--- src/rtl/drt_pkg.sv ---
// Shared types and helpers for the descriptor retirement tracker.
// Assumes ring indices fit in 32 bits.
package drt_pkg;

    typedef enum logic {
        ST_OK    = 1'b0,
        ST_ABORT = 1'b1
    } cmpl_status_e;

    // Next ring index, wrapping to 0 at the ring size.
    function automatic int unsigned ring_inc(input int unsigned idx, input int unsigned size);
        return (idx + 1 == size) ? 0 : idx + 1;
    endfunction

endpackage

--- src/rtl/drt_req_fifo.sv ---
// In-order request queue. A push when full is dropped; a pop when empty is
// ignored. Push and pop in the same cycle are both honoured.
// Assumes DEPTH >= 1.
module drt_req_fifo #(
    parameter int DEPTH = 8,
    parameter int WIDTH = 8
) (
    input  logic             clk,
    input  logic             rst_n,
    input  logic             push,
    input  logic [WIDTH-1:0] din,
    input  logic             pop,
    output logic [WIDTH-1:0] dout,
    output logic             empty,
    output logic             full
);
    localparam int PW = (DEPTH > 1) ? $clog2(DEPTH) : 1;
    localparam int CW = $clog2(DEPTH + 1);
    localparam logic [PW-1:0] LAST = PW'(DEPTH - 1);

    logic [WIDTH-1:0] mem [DEPTH];
    logic [PW-1:0]    wr_ptr, rd_ptr;
    logic [CW-1:0]    count;
    logic             do_push, do_pop;

    assign empty   = (count == '0);
    assign full    = (count == CW'(DEPTH));
    assign do_push = push && !full;
    assign do_pop  = pop && !empty;
    assign dout    = mem[rd_ptr];

    // Entry storage, written on an accepted push.
    always_ff @(posedge clk) begin
        if (do_push) mem[wr_ptr] <= din;
    end

    // Pointer and occupancy update.
    always_ff @(posedge clk) begin
        if (!rst_n) begin
            wr_ptr <= '0;
            rd_ptr <= '0;
            count  <= '0;
        end else begin
            if (do_push) wr_ptr <= (wr_ptr == LAST) ? '0 : wr_ptr + 1'b1;
            if (do_pop)  rd_ptr <= (rd_ptr == LAST) ? '0 : rd_ptr + 1'b1;
            case ({do_push, do_pop})
                2'b10:   count <= count + 1'b1;
                2'b01:   count <= count - 1'b1;
                default: count <= count;
            endcase
        end
    end
endmodule

--- src/rtl/drt_ring_head.sv ---
// Software head walker: steps the head one slot per enabled cycle with
// wrap at RING_SIZE, counting each step as a retired descriptor. A clear
// returns the head to 0 and loads the retired count with a given value.
module drt_ring_head #(
    parameter int RING_SIZE = 64,
    parameter int CNT_W     = 16,
    localparam int IDX_W    = (RING_SIZE > 1) ? $clog2(RING_SIZE) : 1
) (
    input  logic             clk,
    input  logic             rst_n,
    input  logic             step,
    input  logic             clear,
    input  logic [CNT_W-1:0] clear_cnt,
    output logic [IDX_W-1:0] head,
    output logic [IDX_W-1:0] next_head,
    output logic [CNT_W-1:0] retired
);
    // Index the head moves to on a step.
    assign next_head = IDX_W'(drt_pkg::ring_inc(32'(head), RING_SIZE));

    // Head and retired-count registers.
    always_ff @(posedge clk) begin
        if (!rst_n) begin
            head    <= '0;
            retired <= '0;
        end else if (clear) begin
            head    <= '0;
            retired <= clear_cnt;
        end else if (step) begin
            head    <= next_head;
            retired <= retired + 1'b1;
        end
    end
endmodule

--- src/rtl/desc_retire_tracker.sv ---
// Descriptor retirement and completion tracker (top).
// Walks a software head toward the hardware head, retires one slot per
// cycle, completes the oldest request when the head lands on its end
// index, and drains the queue as aborted on flush or on a post while the
// engine is stopped. Assumes in-flight descriptors never exceed
// RING_SIZE-1 and that the hardware head is returned to 0 with a flush.
module desc_retire_tracker #(
    parameter int RING_SIZE = 64,
    parameter int QDEPTH    = 8,
    parameter int TAG_W     = 8,
    parameter int CNT_W     = 16,
    localparam int IDX_W    = (RING_SIZE > 1) ? $clog2(RING_SIZE) : 1
) (
    input  logic             clk,
    input  logic             rst_n,
    input  logic             running,
    input  logic [IDX_W-1:0] hw_head,
    input  logic             enq_valid,
    input  logic [IDX_W-1:0] enq_end,
    input  logic [IDX_W-1:0] enq_ndesc,
    input  logic [TAG_W-1:0] enq_tag,
    input  logic             flush,
    output logic             q_full,
    output logic             cmpl_valid,
    output logic [TAG_W-1:0] cmpl_tag,
    output logic             cmpl_aborted,
    output logic             progress,
    output logic [IDX_W-1:0] sw_head,
    output logic [CNT_W-1:0] retired_cnt,
    output logic [IDX_W:0]   free_cnt
);
    import drt_pkg::*;

    localparam int ENT_W = TAG_W + IDX_W;

    logic             flush_busy;
    logic             start_flush, push_acc, clear, step, hit, pop, q_empty;
    logic [ENT_W-1:0] front;
    logic [IDX_W-1:0] front_end, next_head;
    logic [TAG_W-1:0] front_tag;
    logic [CNT_W-1:0] added;
    cmpl_status_e     cmpl_st;

    assign {front_tag, front_end} = front;

    assign start_flush = flush || (enq_valid && !running);
    assign push_acc    = enq_valid && !q_full;
    assign clear       = flush_busy && q_empty && !push_acc;
    assign step        = !flush_busy && !start_flush && (sw_head != hw_head);
    assign hit         = !q_empty && (front_end == next_head);
    assign pop         = flush_busy ? !q_empty : (step && hit);

    drt_req_fifo #(.DEPTH(QDEPTH), .WIDTH(ENT_W)) u_queue (
        .clk   (clk),
        .rst_n (rst_n),
        .push  (enq_valid),
        .din   ({enq_tag, enq_end}),
        .pop   (pop),
        .dout  (front),
        .empty (q_empty),
        .full  (q_full)
    );

    drt_ring_head #(.RING_SIZE(RING_SIZE), .CNT_W(CNT_W)) u_head (
        .clk       (clk),
        .rst_n     (rst_n),
        .step      (step),
        .clear     (clear),
        .clear_cnt (added),
        .head      (sw_head),
        .next_head (next_head),
        .retired   (retired_cnt)
    );

    // Abort sequencing: set by a flush request, held until the queue drains.
    always_ff @(posedge clk) begin
        if (!rst_n) flush_busy <= 1'b0;
        else        flush_busy <= start_flush || (flush_busy && !clear);
    end

    // Posted-descriptor count, advanced only for requests accepted while running.
    always_ff @(posedge clk) begin
        if (!rst_n)
            added <= '0;
        else if (push_acc && running && !flush_busy)
            added <= added + CNT_W'(enq_ndesc);
    end

    // Completion and progress outputs, registered.
    always_ff @(posedge clk) begin
        if (!rst_n) begin
            cmpl_valid <= 1'b0;
            cmpl_tag   <= '0;
            cmpl_st    <= ST_OK;
            progress   <= 1'b0;
        end else begin
            cmpl_valid <= pop;
            cmpl_tag   <= front_tag;
            cmpl_st    <= flush_busy ? ST_ABORT : ST_OK;
            progress   <= step;
        end
    end

    assign cmpl_aborted = (cmpl_st == ST_ABORT);
    assign free_cnt     = (IDX_W + 1)'(RING_SIZE - 1) - (IDX_W + 1)'(added - retired_cnt);
endmodule

--- config.mk ---
export PLATFORM = sky130hd
export DESIGN_NAME = desc_retire_tracker
export DESIGN_NICKNAME = d
export VERILOG_FILES = /design/src/rtl/drt_pkg.sv /design/src/rtl/drt_req_fifo.sv /design/src/rtl/drt_ring_head.sv /design/src/rtl/desc_retire_tracker.sv
export SDC_FILE = /design/constraint.sdc
export NUM_CORES = 1
export LEC_CHECK = 0
export BUFFER_PORTS_ARGS = -buffer_cell sky130_fd_sc_hd__buf_4
export CAP_MARGIN = 20
export CORE_MARGIN = 2
export CORE_UTILIZATION = 49
export DETAILED_ROUTE_END_ITERATION = 12
export PLACE_DENSITY = 0.7
export SLEW_MARGIN = 20
export SYNTH_ARGS = -nofsm -noshare
export SYNTH_HDL_FRONTEND = slang
export SYNTH_SLANG_ARGS = --single-unit
--- constraint.sdc ---
create_clock -name clk -period 8.5 [get_ports clk]
set_input_delay 2.125 -clock clk [delete_from_list [all_inputs] [get_ports clk]]
set_output_delay 2.125 -clock clk [all_outputs]
set_load 0.05 [all_outputs]
==> run summary <==
Final cell count without fillers = 881
Crit-path max FO = 36
Initial DRC count = 287
Max Clock Freq = 0.205 GHz
Via/cell ratio = 5.53
Critical Path RT = 8850 ps
Longest Clk Path Bufs = 2
Hold path depth = 2
Clock Power Share = 0.358
Switching part of the total = 0.301
Skew-Pair Late Insertion Delay = 420 ps
Setup TNS = 0 ps
Post-synth EDFFs = 112
Final setup fails = 0
Number of global-route vias before repair = 4804
Sequential-to-total area share from yosys stat = 0.603
RSZ-0062 raised after global routing = false
Sink Count = 175
Mapped Cells = 587
Most frequent cells in the layout = 112 x edfxtp_1, 77 x buf_4, 62 x dfxtp_1, 59 x nor2_1, 29 x a21oi_1
Initial antenna violation count = 0
Seq pwr share = 0.450
Unique masters post-synth = 45
Drt drc = 0
Peak VDD IR = 143 uV
FF-to-FF End = u_queue.count[3]
Antenna Violating Nets Remaining = 0
Critical Path AT = 5220 ps
Layout cell share with drive strength beyond 1 = 0.219
Synth Cell Area = 7660 um2
Worst min-delay path startpoint = added[15]
First-pass GRT wire length = 24.4 mm
Final Skew = 11.0 ps
Congestion Overflow GR = 0
# port buffers = 71
Number of gates resized after cts = 0
Slew Limit Fails = 0
Die X = 129 um
Top FF cell, synth = edfxtp_1
Max Cap Viol = 0
Final hold viol count = 0
Num CTS Buffers = 17
Crit Path Class = in -> reg
Hold endpoint = added[15]
Period utilization = 0.574
Post-Place Cells = 849
Drt wl/cell = 17.4 um
Syn Nets = 647
Async SR Flop Fraction = 0
Cell row count = 45
Hold WC Path Type = reg -> reg
Commonest non-fill, non-tap cell in the layout = edfxtp_1
IO Pins = 72
GR Util All Layers = 0.192
Yosys warns = 0
Final #Nets = 717
Gpl congestion = 0.795
Switching power = 0.673 mW
Core Region = 15300 um2
Clk root buf = clkbuf_16
N_diodes = 0
Combinational share of power = 0.192
Initial cell density of the core = 0.502
Vias = 4871
H-tree Lvls = 4
PwrDens = 247 nW/um2
Leak Pwr = 3.25 nW
Internal cell power = 1.57 mW
Die area = 16700 um2
Final WL = 15.3 mm
R2R setup slack = 4320 ps
Status = finished, final reports clean
Post-Syn Area per Cell = 13.1 um2
Fillers = 1184
Crit path launch type = input pin
R2R depth = 13
Worst slew margin = 0.338
CP Capture Type = register
Worst Max-Slew Pin Slew = 993 ps
Area delta synth->final = 18.3%
#FFs+latches synth = 175
Die Span Y = 129 um
HPWL after DPL = 10.0 mm
Drt first pass iters = 7
Pin count of the biggest net entering global routing = 47
CTS tree = built
Hold_buf cts = 0
Tmin final = 4880 ps
Worst-path clk slew = 70 ps
Setup Fix Bufs, Post-CTS = 0
-- worst max path at each step --
stage	startpoint	to	slack (ps)	cells past startpoint
after floorplan	hw_head[5]	u_queue.count[3]	3740	14
after global placement	hw_head[5]	u_queue.count[3]	3390	15
after detailed placement	hw_head[5]	u_queue.count[3]	3220	15
final	hw_head[1]	u_queue.count[3]	3620	15
after CTS	hw_head[5]	u_queue.count[3]	3660	15
after global routing	hw_head[5]	u_queue.count[3]	3400	15
-- Yosys cell counts (all sizes together), types with 8 or more instances --
cell type | instances | area, um2
edfxtp | 112 | 3360
dfxtp | 63 | 1260
nor2 | 62 | 233
a21oi | 29 | 145
inv | 28 | 105
ha | 26 | 325
mux4 | 26 | 586
nand2 | 25 | 93.8
mux2i | 23 | 230
xnor2 | 23 | 201
o21ai | 22 | 110
nand3 | 17 | 85.1
clkbuf | 15 | 56.3
nor3 | 13 | 65.1
xor2 | 12 | 105
a221oi | 11 | 96.3
buf | 11 | 67.6
nor3b | 8 | 60.1
-- critical path: stages --
cell,delay [ps]
buf_4,110
xor2_1,160
nor4_1,70
a311o_1,340
buf_4,240
nand2b_4,170
o41a_1,510
inv_1,90
ha_1,200
ha_1,250
a21o_1,180
a21oi_1,190
xnor2_1,110
or3_1,310
a21oi_1,140
-- power by group through the flow --
stage                     Combinational (mW)  Clock, mW  Sequential (mW)
after floorplan                        0.302          0             1.04
after global placement                 0.417          0             1.02
after detailed placement               0.432          0             1.03
after CTS                              0.433      0.818             1.01
after global routing                   0.466      0.850             1.02
final                                  0.429      0.802             1.01
-- logic make-up after synthesis --
kind of cell / count (synthesis) / synth area share
buffers and inverters: 54 / 0.0299
adder cells (fa/ha/maj): 29 / 0.0503
AO/OA/AOI/OAI: 80 / 0.0651
multiplexers: 49 / 0.106
AND/OR/NAND/NOR: 165 / 0.105
XOR/XNOR: 35 / 0.0400
flip-flops: 175 / 0.603
-- layout make-up --
| class | instances | area (um2) | area share |
|---|---|---|---|
| multi-input cells | 358 | 2860 | 0.315 |
| clock buffers | 18 | 439 | 0.0485 |
| well taps | 211 | 264 | 0.0291 |
| flip-flops and latches | 175 | 4630 | 0.510 |
| clock inverters | 14 | 194 | 0.0214 |
| inverters | 28 | 105 | 0.0116 |
| repair buffers | 77 | 578 | 0.0638 |
-- routing by layer --
metal | part of all wire | vias to the layer above | GRT usage
met2 | 0.52 | 118 | 0.331
li1 | - | 2323 | -
met1 | 0.43 | 2409 | 0.242
met4 | 0.015 | 0 | 0.0729
met5 | 0 | - | 0
met3 | 0.040 | 21 | 0.0380
-- state kept, by name, summed over array words and instances (netlist names), named ones only --
name	cells
cmpl_valid	1
u_head.head	6
flush_busy	1
cmpl_aborted	1
u_head.retired	16
added	16
cmpl_tag	8
u_queue.mem	112
u_queue.count	4
u_queue.wr_ptr	3
u_queue.rd_ptr	3
progress	1
-- per-stage QoR --
stage | area, um2 | hold slack (ps) | util | setup slack [ps] | power [mW]
finish | 9060 | 474 | 0.594 | 3620 | 2.24
CTS | 9060 | 478 | 0.594 | 3660 | 2.26
detailed placement | 8430 | 468 | 0.552 | 3220 | 1.46
global route | 9060 | 505 | 0.594 | 3400 | 2.33
floorplan | 7660 | 443 | - | 3740 | 1.34
global placement | 8430 | 463 | 0.552 | 3390 | 1.44
Note: power is estimated with default switching activity, not from simulation.
